### src/rtl/twd_pkg.sv
package twd_pkg;
  localparam int unsigned ADDR_W = 5;
  localparam int unsigned TMR_W  = 16;
  localparam int unsigned WD_W   = 8;
  localparam int unsigned SEL_W  = 3;
  localparam int unsigned LOCK_N = 4;

  localparam logic [ADDR_W-1:0] A_CFG     = 5'h00;
  localparam logic [ADDR_W-1:0] A_TPRE    = 5'h02;
  localparam logic [ADDR_W-1:0] A_RLD_LO  = 5'h04;
  localparam logic [ADDR_W-1:0] A_RLD_HI  = 5'h05;
  localparam logic [ADDR_W-1:0] A_CTRL    = 5'h06;
  localparam logic [ADDR_W-1:0] A_WDLD    = 5'h08;
  localparam logic [ADDR_W-1:0] A_SVC     = 5'h0A;
  localparam logic [ADDR_W-1:0] A_TCNT_LO = 5'h0C;
  localparam logic [ADDR_W-1:0] A_TCNT_HI = 5'h0D;
  localparam logic [ADDR_W-1:0] A_WDCNT   = 5'h0E;
  localparam logic [ADDR_W-1:0] A_WPRE    = 5'h10;

  localparam logic [7:0] KEY_SVC   = 8'h5C;
  localparam logic [7:0] KEY_STOP0 = 8'h87;
  localparam logic [7:0] KEY_STOP1 = 8'h61;
  localparam logic [7:0] KEY_STOP2 = 8'h63;

  typedef enum logic [1:0] {SEQ_IDLE, SEQ_GOT0, SEQ_GOT1} seq_e;
endpackage

### src/rtl/twd_prescaler.sv
module twd_prescaler #(
  parameter int unsigned SEL_W = 3
) (
  input  logic             clk_i,
  input  logic             rst_ni,
  input  logic             clr_i,
  input  logic             src_i,
  input  logic [SEL_W-1:0] sel_i,
  output logic             step_o
);
  localparam int unsigned CNT_W = (1 << SEL_W) - 1;

  logic [CNT_W-1:0] cnt_q;
  logic [CNT_W-1:0] mask;

  assign mask   = ~({CNT_W{1'b1}} << sel_i);
  assign step_o = src_i && (cnt_q >= mask);

  always_ff @(posedge clk_i or negedge rst_ni) begin
    if (!rst_ni)     cnt_q <= '0;
    else if (clr_i)  cnt_q <= '0;
    else if (src_i)  cnt_q <= step_o ? '0 : cnt_q + 1'b1;
  end
endmodule

### src/rtl/twd_timer.sv
module twd_timer #(
  parameter int unsigned TMR_W = 16
) (
  input  logic             clk_i,
  input  logic             rst_ni,
  input  logic             restart_i,
  input  logic             step_i,
  input  logic [TMR_W-1:0] reload_i,
  output logic [TMR_W-1:0] cnt_o,
  output logic             evt_o
);
  always_ff @(posedge clk_i or negedge rst_ni) begin
    if (!rst_ni) begin
      cnt_o <= '1;
      evt_o <= 1'b0;
    end else begin
      evt_o <= 1'b0;
      if (restart_i) begin
        cnt_o <= reload_i;
      end else if (step_i) begin
        if (cnt_o == '0) begin
          cnt_o <= reload_i;
          evt_o <= 1'b1;
        end else begin
          cnt_o <= cnt_o - 1'b1;
        end
      end
    end
  end
endmodule

### src/rtl/twd_wdog.sv
module twd_wdog #(
  parameter int unsigned WD_W = 8
) (
  input  logic            clk_i,
  input  logic            rst_ni,
  input  logic            load_i,
  input  logic [WD_W-1:0] load_val_i,
  input  logic            svc_i,
  input  logic            stop_i,
  input  logic            step_i,
  input  logic [WD_W-1:0] reload_i,
  output logic [WD_W-1:0] cnt_o,
  output logic            run_o,
  output logic            expire_o
);
  always_ff @(posedge clk_i or negedge rst_ni) begin
    if (!rst_ni) begin
      cnt_o    <= '1;
      run_o    <= 1'b0;
      expire_o <= 1'b0;
    end else begin
      expire_o <= 1'b0;
      if (load_i) begin
        cnt_o <= load_val_i;
        run_o <= 1'b1;
      end else if (svc_i) begin
        cnt_o <= reload_i;
      end else if (stop_i) begin
        run_o <= 1'b0;
      end else if (run_o && step_i) begin
        if (cnt_o == '0) begin
          cnt_o    <= reload_i;
          expire_o <= 1'b1;
        end else begin
          cnt_o <= cnt_o - 1'b1;
        end
      end
    end
  end
endmodule

### src/rtl/twd_keydec.sv
module twd_keydec
  import twd_pkg::*;
(
  input  logic       clk_i,
  input  logic       rst_ni,
  input  logic       wr_i,
  input  logic [7:0] data_i,
  input  logic       svc_en_i,
  output logic       svc_o,
  output logic       stop_o
);
  seq_e seq_q, seq_d;

  assign svc_o  = wr_i && (data_i == KEY_SVC) && svc_en_i;
  assign stop_o = wr_i && (seq_q == SEQ_GOT1) && (data_i == KEY_STOP2);

  always_comb begin
    seq_d = seq_q;
    if (wr_i && data_i != KEY_SVC) begin
      // any byte off the expected path restarts detection
      if (seq_q == SEQ_IDLE && data_i == KEY_STOP0)      seq_d = SEQ_GOT0;
      else if (seq_q == SEQ_GOT0 && data_i == KEY_STOP1) seq_d = SEQ_GOT1;
      else                                               seq_d = SEQ_IDLE;
    end
  end

  always_ff @(posedge clk_i or negedge rst_ni) begin
    if (!rst_ni) seq_q <= SEQ_IDLE;
    else         seq_q <= seq_d;
  end
endmodule

### src/rtl/lf_timer_wdog.sv
module lf_timer_wdog
  import twd_pkg::*;
(
  input  logic              clk_i,
  input  logic              rst_ni,
  input  logic              tick_i,
  input  logic              wr_en_i,
  input  logic [ADDR_W-1:0] addr_i,
  input  logic [7:0]        wdata_i,
  output logic [7:0]        rdata_o,
  output logic              timer_evt_o,
  output logic              wd_reset_o
);
  localparam int unsigned PAD_W = 8 - SEL_W;

  logic [LOCK_N-1:0] lock_q;
  logic              src_sel_q, svc_en_q;
  logic [SEL_W-1:0]  tpre_q, wpre_q;
  logic [TMR_W-1:0]  reload_q, tcnt;
  logic              restart_q, early_dis_q, wd_flag_q;
  logic [WD_W-1:0]   wd_reload_q, wd_cnt;
  logic              wd_run, wd_exp, tstep, wstep, wsrc;
  logic              svc_hit, stop_done, wd_load;
  logic              wr_cfg, wr_tpre, wr_rlo, wr_rhi, wr_ctrl, wr_wdld, wr_svc, wr_wpre;

  assign wr_cfg  = wr_en_i && addr_i == A_CFG;
  assign wr_tpre = wr_en_i && addr_i == A_TPRE;
  assign wr_rlo  = wr_en_i && addr_i == A_RLD_LO;
  assign wr_rhi  = wr_en_i && addr_i == A_RLD_HI;
  assign wr_ctrl = wr_en_i && addr_i == A_CTRL;
  assign wr_wdld = wr_en_i && addr_i == A_WDLD;
  assign wr_svc  = wr_en_i && addr_i == A_SVC;
  assign wr_wpre = wr_en_i && addr_i == A_WPRE;
  assign wd_load = wr_wdld && !lock_q[3];

  always_ff @(posedge clk_i or negedge rst_ni) begin
    if (!rst_ni) begin
      lock_q      <= '0;
      src_sel_q   <= 1'b0;
      svc_en_q    <= 1'b0;
      tpre_q      <= '0;
      wpre_q      <= '0;
      reload_q    <= '1;
      wd_reload_q <= '1;
      restart_q   <= 1'b0;
      early_dis_q <= 1'b0;
      wd_flag_q   <= 1'b0;
    end else begin
      if (stop_done) begin
        lock_q <= '0;
      end else if (wr_cfg && !lock_q[0]) begin
        lock_q    <= lock_q | wdata_i[LOCK_N-1:0];
        src_sel_q <= wdata_i[4];
        svc_en_q  <= wdata_i[5];
      end
      if (wr_tpre && !lock_q[1]) tpre_q <= wdata_i[SEL_W-1:0];
      if (wr_rlo && !lock_q[2])  reload_q[7:0] <= wdata_i;
      if (wr_rhi && !lock_q[2])  reload_q[TMR_W-1:8] <= wdata_i[TMR_W-9:0];
      if (wd_load)               wd_reload_q <= wdata_i[WD_W-1:0];
      if (wr_wpre)               wpre_q <= wdata_i[SEL_W-1:0];
      restart_q <= wr_ctrl && wdata_i[0];
      if (wr_ctrl) early_dis_q <= wdata_i[7];
      if (wd_exp)                      wd_flag_q <= 1'b1;
      else if (wr_ctrl && wdata_i[4])  wd_flag_q <= 1'b0;
    end
  end

  twd_prescaler #(.SEL_W(SEL_W)) u_tpre (
    .clk_i, .rst_ni, .clr_i(restart_q), .src_i(tick_i), .sel_i(tpre_q), .step_o(tstep)
  );

  twd_timer #(.TMR_W(TMR_W)) u_timer (
    .clk_i, .rst_ni, .restart_i(restart_q), .step_i(tstep), .reload_i(reload_q),
    .cnt_o(tcnt), .evt_o(timer_evt_o)
  );

  assign wsrc = src_sel_q ? timer_evt_o : tick_i;

  twd_prescaler #(.SEL_W(SEL_W)) u_wpre (
    .clk_i, .rst_ni, .clr_i(wd_load || svc_hit || !wd_run), .src_i(wsrc),
    .sel_i(wpre_q), .step_o(wstep)
  );

  twd_keydec u_keys (
    .clk_i, .rst_ni, .wr_i(wr_svc), .data_i(wdata_i), .svc_en_i(svc_en_q),
    .svc_o(svc_hit), .stop_o(stop_done)
  );

  twd_wdog #(.WD_W(WD_W)) u_wdog (
    .clk_i, .rst_ni, .load_i(wd_load), .load_val_i(wdata_i[WD_W-1:0]), .svc_i(svc_hit),
    .stop_i(stop_done), .step_i(wstep), .reload_i(wd_reload_q),
    .cnt_o(wd_cnt), .run_o(wd_run), .expire_o(wd_exp)
  );

  assign wd_reset_o = wd_exp;

  always_comb begin
    unique case (addr_i)
      A_CFG:     rdata_o = {2'b00, svc_en_q, src_sel_q, lock_q};
      A_TPRE:    rdata_o = {{PAD_W{1'b0}}, tpre_q};
      A_RLD_LO:  rdata_o = reload_q[7:0];
      A_RLD_HI:  rdata_o = reload_q[TMR_W-1:8];
      A_CTRL:    rdata_o = {early_dis_q, 1'b0, wd_run, wd_flag_q, 3'b000, restart_q};
      A_WDLD:    rdata_o = wd_reload_q;
      A_TCNT_LO: rdata_o = tcnt[7:0];
      A_TCNT_HI: rdata_o = tcnt[TMR_W-1:8];
      A_WDCNT:   rdata_o = wd_cnt;
      A_WPRE:    rdata_o = {{PAD_W{1'b0}}, wpre_q};
      default:   rdata_o = 8'h00;
    endcase
  end
endmodule

### config.mk
export PLATFORM = sky130hd
export DESIGN_NAME = lf_timer_wdog
export DESIGN_NICKNAME = d
export VERILOG_FILES = /design/src/rtl/twd_pkg.sv /design/src/rtl/twd_prescaler.sv /design/src/rtl/twd_timer.sv /design/src/rtl/twd_wdog.sv /design/src/rtl/twd_keydec.sv /design/src/rtl/lf_timer_wdog.sv
export SDC_FILE = /design/constraint.sdc
export NUM_CORES = 1
export LEC_CHECK = 0
export BUFFER_PORTS_ARGS = -buffer_cell sky130_fd_sc_hd__buf_2
export CAP_MARGIN = 20
export CORE_MARGIN = 2
export CORE_UTILIZATION = 30
export CTS_CLUSTER_DIAMETER = 50
export DETAILED_ROUTE_END_ITERATION = 7
export GPL_TIMING_DRIVEN = 0
export HOLD_SLACK_MARGIN = 0.1
export PLACE_DENSITY = 0.46
export SYNTH_ARGS = -nofsm -noshare
export SYNTH_HDL_FRONTEND = slang
export SYNTH_SLANG_ARGS = --single-unit
### constraint.sdc
create_clock -name clk_i -period 3.4 [get_ports clk_i]
set_input_delay 0.17 -clock clk_i [delete_from_list [all_inputs] [get_ports clk_i]]
set_output_delay 0.17 -clock clk_i [all_outputs]
set_load 0.02 [all_outputs]
=== Yosys cells after proc, flatten, opt, wreduce, memory -nomap -nowiden ===
Cells that the tools add are included.

* Flip-flop bits (word level): 82
* Output and inout bits: 10
* Word-level logic and storage cells: 129

* Add/subtract/negate cells: 4
* Magnitude comparators: 2
* Equality and inequality tests: 19
* Shift operators: 2
* Multiplexer cells: 33
* Bitwise logic cells: 4
* Reduce and logical (&&, ||, !) cells: 46

{| class="wikitable"
|+ Operator list
! cell !! number
|-
| $pmux 8 s10 || 1
|-
| $mux 16 || 3
|-
| $mux 7 || 6
|-
| $mux 8 || 5
|-
| $eq 5x4->1 const B || 5
|-
| $logic_and 1x1->1 || 25
|-
| $eq 8x7->1 const B || 3
|-
| $logic_not 16->1 || 1
|-
| $sub 16x1->16 const B || 1
|-
| $eq 5x3->1 const B || 3
|-
| $add 7x1->7 const B || 2
|-
| $ge 7x7->1 || 2
|-
| $mux 1 || 14
|-
| $not 7->7 || 2
|-
| $shl 7x3->7 const A || 2
|-
| $reduce_bool 2->1 || 6
|-
| $eq 8x8->1 const B || 1
|-
| $logic_not 8->1 || 1
|-
| $mux 4 || 2
|-
| $ne 8x7->1 const B || 1
|-
| $sub 8x1->8 const B || 1
|-
| $reduce_and 2->1 || 3
|-
| $eq 5x2->1 const B || 1
|-
| $eq 5x5->1 const B || 1
|-
| other kinds (12) || 18
|}

=== Depth between registers and ports, before layout ===
Gate-level depths: netlist (run 1).

* Depth after elaboration: 9
* Mapped depth: 11
* Mapped depth without buffers: 8

=== By module ===
A second synthesis (run 1) with hierarchy kept.

* Cell total of the unflattened synthesis: 553
* Area total of the unflattened synthesis: 5,689.2 um2

{| class="wikitable"
|+ Modules (own cells, without submodules)
! module !! instances !! cells an instance !! area an instance (um2) !! sequential area each (um2)
|-
| lf_timer_wdog || 1 || 186 || 2,219.6 || 1,006.0
|-
| twd_prescaler || 2 || 62 || 635.6 || 175.2
|-
| twd_timer || 1 || 132 || 1,198.6 || 445.4
|-
| twd_wdog || 1 || 87 || 785.8 || 260.2
|-
| twd_keydec || 1 || 24 || 214.0 || 50.0
|}

=== Least setup slack after synthesis (run 1) ===
OpenSTA, ideal clock, no wires.

* Kind: reg2reg
* From: register wpre_q[2]
* To: register u_wdog.cnt_o[7]
* Setup time: 79 ps
* Arrival time: 2,293 ps
* Path slack: 1,028 ps
* Stages on the path, launching flop included: 12
* Path buffers: 3
* Cells stage by stage: dfrtp_1 -> clkbuf_1 -> or3_1 -> ha_1 -> nand2b_1 -> a31oi_1 -> o21ai_0 -> and4_4 -> buf_6 -> nand2b_4 -> buf_6 -> a22o_1

* Longest elaborated chain between the ends: 7

{| class="wikitable"
|+ Ends and longest elaborated chain
! element !! line !! RTL
|-
| start: declaration || lf_timer_wdog.sv:18 || <nowiki>logic [SEL_W-1:0] tpre_q, wpre_q;</nowiki>
|-
| start signal: assignment || lf_timer_wdog.sv:60 || <nowiki>if (wr_wpre) wpre_q <= wdata_i[SEL_W-1:0];</nowiki>
|-
| $shl 7x3->7 || twd_prescaler.sv:16 || <nowiki>assign mask = ~({CNT_W{1'b1}} << sel_i);</nowiki>
|-
| $not 7->7 || twd_prescaler.sv:16 ||
|-
| $ge 7x7->1 || twd_prescaler.sv:17 || <nowiki>assign step_o = src_i && (cnt_q >= mask);</nowiki>
|-
| $logic_and 1x1->1 || twd_prescaler.sv:17 ||
|-
| $logic_and 1x1->1 || twd_wdog.sv:30 || <nowiki>end else if (run_o && step_i) begin</nowiki>
|-
| $reduce_bool 3->1 (no line) || -- ||
|-
| $reduce_and 2->1 (no line) || -- ||
|-
| end signal: assignment || twd_wdog.sv:27 || <nowiki>cnt_o <= reload_i;</nowiki>
|-
| end signal: assignment || twd_wdog.sv:32 || <nowiki>cnt_o <= reload_i;</nowiki>
|-
| end signal: assignment || twd_wdog.sv:35 || <nowiki>cnt_o <= cnt_o - 1'b1;</nowiki>
|-
| end: declaration || twd_wdog.sv:12 || <nowiki>output logic [WD_W-1:0] cnt_o,</nowiki>
|}

Every way passes these cells.
A chain may end at the register's enable or synchronous reset.

=== Worst setup path after layout (run 1) ===
* From: register tpre_q[2]
* To: register u_timer.cnt_o[14]

* Longest elaborated chain between the ends: 5

{| class="wikitable"
|+ Ends and longest elaborated chain
! element !! line !! RTL
|-
| start: declaration || lf_timer_wdog.sv:18 ||
|-
| start signal: assignment || lf_timer_wdog.sv:56 || <nowiki>if (wr_tpre && !lock_q[1]) tpre_q <= wdata_i[SEL_W-1:0];</nowiki>
|-
| $shl 7x3->7 || twd_prescaler.sv:16 ||
|-
| $not 7->7 || twd_prescaler.sv:16 ||
|-
| $ge 7x7->1 || twd_prescaler.sv:17 ||
|-
| $logic_and 1x1->1 || twd_prescaler.sv:17 ||
|-
| $reduce_bool 2->1 (no line) || -- ||
|-
| end signal: assignment || twd_timer.sv:19 || <nowiki>cnt_o <= reload_i;</nowiki>
|-
| end signal: assignment || twd_timer.sv:22 || <nowiki>cnt_o <= reload_i;</nowiki>
|-
| end signal: assignment || twd_timer.sv:25 || <nowiki>cnt_o <= cnt_o - 1'b1;</nowiki>
|-
| end: declaration || twd_timer.sv:9 || <nowiki>output logic [TMR_W-1:0] cnt_o,</nowiki>
|}

Every way passes these cells.

==> impl_metrics.toml, run 1 <==
[run_status]
status = "complete, no violations"

[worst_setup_path]
r2r-end = "u_timer.cnt_o[14]"
r2r_start = "tpre_q[2]"
critPathArrivalTime_ns = 3.34
worstRegToRegCells = 10
path_class = "reg -> reg"
endpoint_kind = "register"
reg2reg_slack_ns = 0.33
crit_fanout = 10
crit_path_start_kind = "register"
critical_path_required_ns = 3.67

[global_route]
grt_start_max_net_pins = 46
grt_overflow = 0
antenna_found_initial = 0
grt_pass1_vias = 4174
use_met2_pct = 26.86
use_met3_pct = 4.490
grtUsageTotal_pct = 17.47
grt_pass1_wl_mm = 23.99
grt.met1_usage_pct = 24.50
grt.busiest_layer = "met2"

[logic_synthesis]
syn_area_per_cell_um2 = 9.518
ys_warn_count = 0
synth_ff_type = "dfstp_2"
synthCells = 527
ys_ff_latch = 82
synth-async-reset-ratio_pct = 100.0
synth.distinct_cells = 65
seq_area_frac_synth_pct = 42.11
syn-cell-area_um2 = 5016
synth_nets = 564
synth_edf_count = 0

[pwr]
report.power.total_uw = 3851
p_leak_uw = 0.002407
ir_drop_uv = 260.1
powerDensity_nw_per_um2 = 669.2

[clocking]
cts_tree = "built"
cts_buffers = 9
clk_pin_slew_worst_paths_ns = 0.06
cts_resized = 0
cts_sinks = 82
cts-root-buf = "clkbuf_16"
clk_latency_ns = 0.35
clk_path_buf_depth = 2
h-tree-depth = 3

[timing]
slew_violations = 0
setup_violations = 0
tightest_slew_ns = 0.9587
hold_violations = 0
relSlewSlack_pct = 35.95
fmax_ghz = 0.3261
rsz0062_at_grt = "false"
finalCritPeriodShare_pct = 90.19
finClkSkew_ns = 0.005854
tns_ns = 0
finalCriticalPeriod_ns = 3.066

[die]
fp.dieH_um = 133.3
die_x_um = 133.3
dieArea_um2 = 17770
initial_utilization_pct = 30.46
ios = 27
core_area_um2 = 16470
core.rowCount = 47

[hold_path]
hold_depth = 3
hp-start = "wdata_i[7]"
whs_endpoint = "wd_reload_q[7]"
worstHoldPathType = "in -> reg"

[placed_design]
dp_hpwl_mm = 11.28
gp_congestion = 0.8623
portBuffers = 22

[layout]
fin_nets = 599
diodes = 0
multiInputGateArea_um2 = 2686
drive_gt1_share_pct = 24.16
utilization_pct = 34.95
seqCellArea_um2 = 2112
area.growth.synth_to_final_pct = 14.72
fillCellCount = 1696

[run]
drv_cap = 0

[detailed_routing]
drt_iter0_markers = 408
avgRoutedWirePerCell_um = 19.15
drt_pass1_iterations = 5
vias = 4276
avgViaCountPerCell = 5.433
drc_errors = 0
antenna_left = 0
postRouteWirelength_mm = 15.07
==> timing repair <==
action / in CTS / in global routing
endpoints found under the hold margin: 27 / 0
hold buffers: 1 / 0
buffers inserted: 0 / 0
==> metal layers <==
metal | part of all wire, % | vias to the layer above
met5 | 0 | -
met4 | 1.8 | 0
met3 | 5.6 | 19
met2 | 46 | 131
met1 | 47 | 2089
li1 | - | 2037
==> through the flow <==
step / setup WS, ns / std cells / hold slack (ns) / cell area [um2]
after CTS: 0.3471 / 787 / 0.1107 / 5754
after global placement: 0.3855 / 769 / 0.4625 / 5401
after floorplan: 1.028 / 527 / -0.1256 / 5016
final: 0.3335 / 787 / 0.1293 / 5754
after global routing: 0.06232 / 787 / 0.1239 / 5754
after detailed placement: 0.3281 / 770 / 0.1861 / 5431
==> report_power, final <==
part / internal, uW / switching (uW)
clock network: 621 / 393
registers: 1370 / 352
logic: 491 / 622
total: 2480 / 1370
==> how the worst max path moves through the flow <==
stage / startpoint / endpoint / slack, ns / cells after the start
after floorplan: wpre_q[2] / u_wdog.cnt_o[7] / 1.03 / 11
after global placement: tpre_q[2] / u_timer.cnt_o[14] / 0.39 / 10
after detailed placement: tpre_q[2] / u_timer.cnt_o[14] / 0.33 / 10
after CTS: tpre_q[2] / u_timer.cnt_o[14] / 0.35 / 10
after global routing: tpre_q[2] / u_timer.cnt_o[14] / 0.06 / 10
final: tpre_q[2] / u_timer.cnt_o[14] / 0.33 / 10
==> worst max-delay path: stages, from the launching register on <==
cell and delay (ns):
dfrtp_1 0.35, clkbuf_1 0.22, or3_1 0.42, ha_1 0.28, nor2b_1 0.10, o21ai_0 0.14, a21oi_1 0.37, nor2b_1 0.40
clkbuf_1 0.45, o21ai_0 0.16, o21ai_0 0.09
==> logic make-up (layout without fill, tap and decap cells) <==
family	count (synthesis)	in the layout	synth area share, %
flops	82	82	42.11
buf+inv	40	80	4.340
fa+ha+maj	20	20	4.989
xor+xnor	10	10	1.746
compound gates	144	144	18.76
mux	30	30	6.660
simple gates	201	201	21.40
==> state kept, by name, summed over array words and instances, names as in the netlist <==
register,flops
wd_flag_q,1
lock_q,4
wd_reload_q,8
svc_en_q,1
u_wdog.run_o,1
u_timer.cnt_o,16
tpre_q,3
src_sel_q,1
u_wdog.expire_o,1
u_wdog.cnt_o,8
u_timer.evt_o,1
restart_q,1
u_tpre.cnt_q,7
wpre_q,3
u_keys.seq_q,2
reload_q,16
u_wpre.cnt_q,7
early_dis_q,1
==> layout make-up <==
| class | count | share of cell area (%) |
|---|---|---|
| clock buffer | 16 | 5.436 |
| timing repair buffer | 24 | 2.609 |
| tap | 220 | 4.784 |
| buffer | 25 | 2.805 |
| sequential | 82 | 36.70 |
| inverter | 15 | 0.9785 |
| multi-input combinational | 405 | 46.68 |
==> cell usage after synthesis (all sizes together), types with 3 or more instances <==
library cell  count  share of area, %
or3               9               1.2
inv              15               1.1
nand3b            5              0.75
o21ai            42               4.2
nand4             7              0.87
nand2            50               3.7
xor2              6               1.0
mux2             27               6.1
a21oi            33               3.3
nor4              8               1.3
nor2b             5              0.62
clkbuf           19               2.2
a21o              4              0.60
nand2b            9               1.3
dfrtp            34                17
a221oi            5              0.87
nor3b             4              0.60
a31oi             5              0.62
a222oi            3              0.60
a22o             14               2.5
a22oi            17               2.5
nand3            21               2.1
or3b              3              0.57
nand4b            3              0.52
xnor2             4              0.70
ha               20               5.0
o2bb2ai           5              0.87
nor3             18               1.8
nor2             41               3.1
buf               6              0.97
and3              4              0.50
mux2i             3              0.60
or2               3              0.37
dfstp            48                25
==> cell usage in the layout, fill, tap and decap left out, types with 4 or more instances in the layout <==
cell type,synthesis,routed
a21o_1,4,4
a21oi_1,33,33
a221oi_1,5,5
a22o_1,11,11
a22oi_1,17,17
a31oi_1,5,5
and3_1,4,4
buf_2,3,24
clkbuf_1,14,16
clkbuf_16,0,10
clkbuf_8,4,8
dfrtp_1,34,34
dfstp_2,48,48
ha_1,20,20
inv_1,15,15
mux2_2,27,27
nand2_1,50,50
nand2b_1,8,8
nand3_1,21,21
nand3b_1,5,5
nand4_1,7,7
nor2_1,41,41
nor2b_1,5,5
nor3_1,18,18
nor3b_1,4,4
nor4_1,7,7
o21ai_0,42,42
o2bb2ai_1,5,5
or3_1,7,7
xnor2_1,4,4
xor2_1,6,6
Power figures use the tool's default switching activity.
==> inputs of run 2 (changes only) <==
ABC_AREA = 1   (was unset)
TNS_END_PERCENT = 30   (was unset)
==> impl_metrics.toml, run 2 <==
[detailed_routing]
vias = 5138
avgRoutedWirePerCell_um = 16.67
postRouteWirelength_mm = 17.16
antenna_left = 0
drc_errors = 0
drt_pass1_iterations = 5
drt_iter0_markers = 303
avgViaCountPerCell = 4.993

[timing]
relSlewSlack_pct = 65.43
rsz0062_at_grt = "false"
finalCritPeriodShare_pct = 71.16
finalCriticalPeriod_ns = 2.419
finClkSkew_ns = 0.009916
setup_violations = 0
tightest_slew_ns = 0.5186
tns_ns = 0
hold_violations = 0
fmax_ghz = 0.4133
slew_violations = 0
fin_ws_ns = 0.9805

[worst_setup_path]
cp_slowest_cell = "a21oi_1"
cpPeakStageDelay_ns = 0.39
endpoint_kind = "register"
critical_path_required_ns = 3.69
crit_chain = "clkbuf_1 -> o21ai_0 -> ha_1 -> nand2_1 -> a21oi_1 -> nor2_1 -> a21oi_1 -> nand2_4 -> nand2_4 -> nand3_1 -> nand2_1"
critPathArrivalTime_ns = 2.71
path_class = "reg -> reg"
crit_fanout = 10
crit_path_start_kind = "register"

[clocking]
clk_latency_ns = 0.35
clk_path_buf_depth = 2
cts-root-buf = "clkbuf_16"
h-tree-depth = 3
clk_pin_slew_worst_paths_ns = 0.07
cts_tree = "built"
cts_buffers = 9
cts_sinks = 82
cts_resized = 0

[logic_synthesis]
ys_ff_latch = 82
syn_area_per_cell_um2 = 7.236
synth_top_area_share_pct = 23.06
synth_nets = 793
synthCells = 756
synthTopCellsByArea = "dfstp_2 23%, dfrtp_1 16%, nand2_1 15%"
seq_area_frac_synth_pct = 38.61
synth-async-reset-ratio_pct = 100.0
synth_top_cell_by_area = "dfstp_2"
synth.distinct_cells = 47
synth_ff_type = "dfstp_2"
ys_warn_count = 0
yosysMostFrequentCell = "nand2_1"
syn-cell-area_um2 = 5470
synth_edf_count = 0
synthTopCellsByCount = "220 x nand2_1, 84 x inv_1, 83 x nor2_1, 64 x nand3_1, 54 x o21ai_0"

[placed_design]
gp_congestion = 0.8743
portBuffers = 26
dp_hpwl_mm = 13.29
pre_cts_slack_ns = 0.9787
dpl.cell_count = 1012

[layout]
top_regs = "reload_q (16), u_timer.cnt_o (16)"
fin_cells = 1029
diodes = 0
fillCellCount = 1916
drive_gt1_share_pct = 16.13
fin_nets = 832
seqCellArea_um2 = 2112
multiInputGateArea_um2 = 2947
area.growth.synth_to_final_pct = 14.32
mostFrequentLayoutCell = "nand2_1"
mostFrequentLayoutCells = "220 x nand2_1, 84 x inv_1, 83 x nor2_1, 64 x nand3_1, 54 x o21ai_0"
utilization_pct = 34.93

[global_route]
grt_overflow = 0
grtUsageTotal_pct = 18.02
grt_start_max_net_pins = 68
grt_pass1_wl_mm = 27.52
grt_pass1_vias = 5097
antenna_found_initial = 0

[die]
fp.dieH_um = 139.0
core_area_um2 = 17900
core.rowCount = 49
ios = 27
die_x_um = 139.0
initial_utilization_pct = 30.56
dieArea_um2 = 19330

[pwr]
p_clk_share_pct = 33.5
switching_share_pct = 35.97
powerDensity_nw_per_um2 = 528.0
ir_drop_uv = 293.5
power.internal_uw = 2114
pwr-share-seq_pct = 40.1
p_leak_uw = 0.002973
switchingPower_uw = 1188
pwr-share-comb_pct = 26.4

[run_status]
status = "complete, no violations"

[run]
drv_cap = 0

[hold_path]
worstHoldPathType = "in -> reg"
==> run 2: cell types whose count changed in the layout (fill, tap and decap cells not counted), sizes merged, moves of 14 or more <==
cell,before,now
nand2,50,226
inv,15,92
nor2,41,89
nand3,21,68
mux2,27,0
clkbuf,35,11
o21ai,42,57
a22o,14,0
a22oi,17,3
==> run 2: stage by stage <==
| stage | area (um2) | hold slack (ns) | power, uW |
|---|---|---|---|
| 2_1_floorplan | 5470 | -0.1256 | 1904 |
| 3_3_place_gp | 5887 | 0.4714 | 2171 |
| 3_5_place_dp | 5917 | 0.06073 | 2198 |
| 4_1_cts | 6254 | 0.1038 | 3324 |
| 5_1_grt | 6254 | 0.1341 | 3495 |
| 6_report | 6254 | 0.1134 | 3302 |
==> run 2: cell families after synthesis <==
kind of cell	synth area share, %
flops	38.61
fa+ha+maj	4.575
xor+xnor	3.843
compound gates	10.70
buf+inv	7.525
simple gates	34.74
==> run 2: worst paths after layout <==
path                                    to  cells after the start  slack, ns  startpoint
min reg2reg                  u_timer.evt_o                      1       0.46   restart_q
min in group asynchronous  u_tpre.cnt_q[6]                      2       0.22      rst_ni
max                        u_wdog.cnt_o[2]                     11       0.98   wpre_q[2]
max reg2reg                u_wdog.cnt_o[2]                     11       0.98   wpre_q[2]
min                         wd_reload_q[6]                      3       0.11  wdata_i[6]
max in group asynchronous  u_wdog.cnt_o[2]                      3       2.52      rst_ni
==> run 2: power groups by stage <==
stage                     registers (uW)  clock network [uW]  logic [uW]
after floorplan                     1260                   0         642
after global placement              1330                   0         839
after detailed placement            1330                   0         865
after CTS                           1320                1140         871
after global routing                1340                1170         990
final                               1320                1110         872
==> run 2: repair_timing <==
| action | 4_1_cts | 5_1_grt |
|---|---|---|
| hold buffers | 1 | 0 |
| hold endpoints to repair | 44 | 0 |
| setup buffers | 0 | 0 |
==> run 2: final cells by class <==
cell class | count | area share, %
plain buffers | 12 | 1.100
multi-input cells | 572 | 47.12
clock inverters | 7 | 1.621
clock buffers | 9 | 3.601
repair buffers | 28 | 2.721
inverters | 90 | 5.482
well taps | 229 | 4.582
flip-flops and latches | 82 | 33.77
==> run 2: worst max-delay path: cells and delay by family, from the launching register on <==
kind / cells / cell delay [ns]
compound gates: 3 / 0.70
fa+ha+maj: 1 / 0.33
buf+inv: 1 / 0.37
flops: 1 / 0.32
simple gates: 6 / 0.64
==> run 2: per-layer routing <==
metal	global-route usage [%]	share of wire, %
met1	24.68	46
met2	29.27	47
met3	3.522	4.6
met4	4.678	1.9
met5	0	0
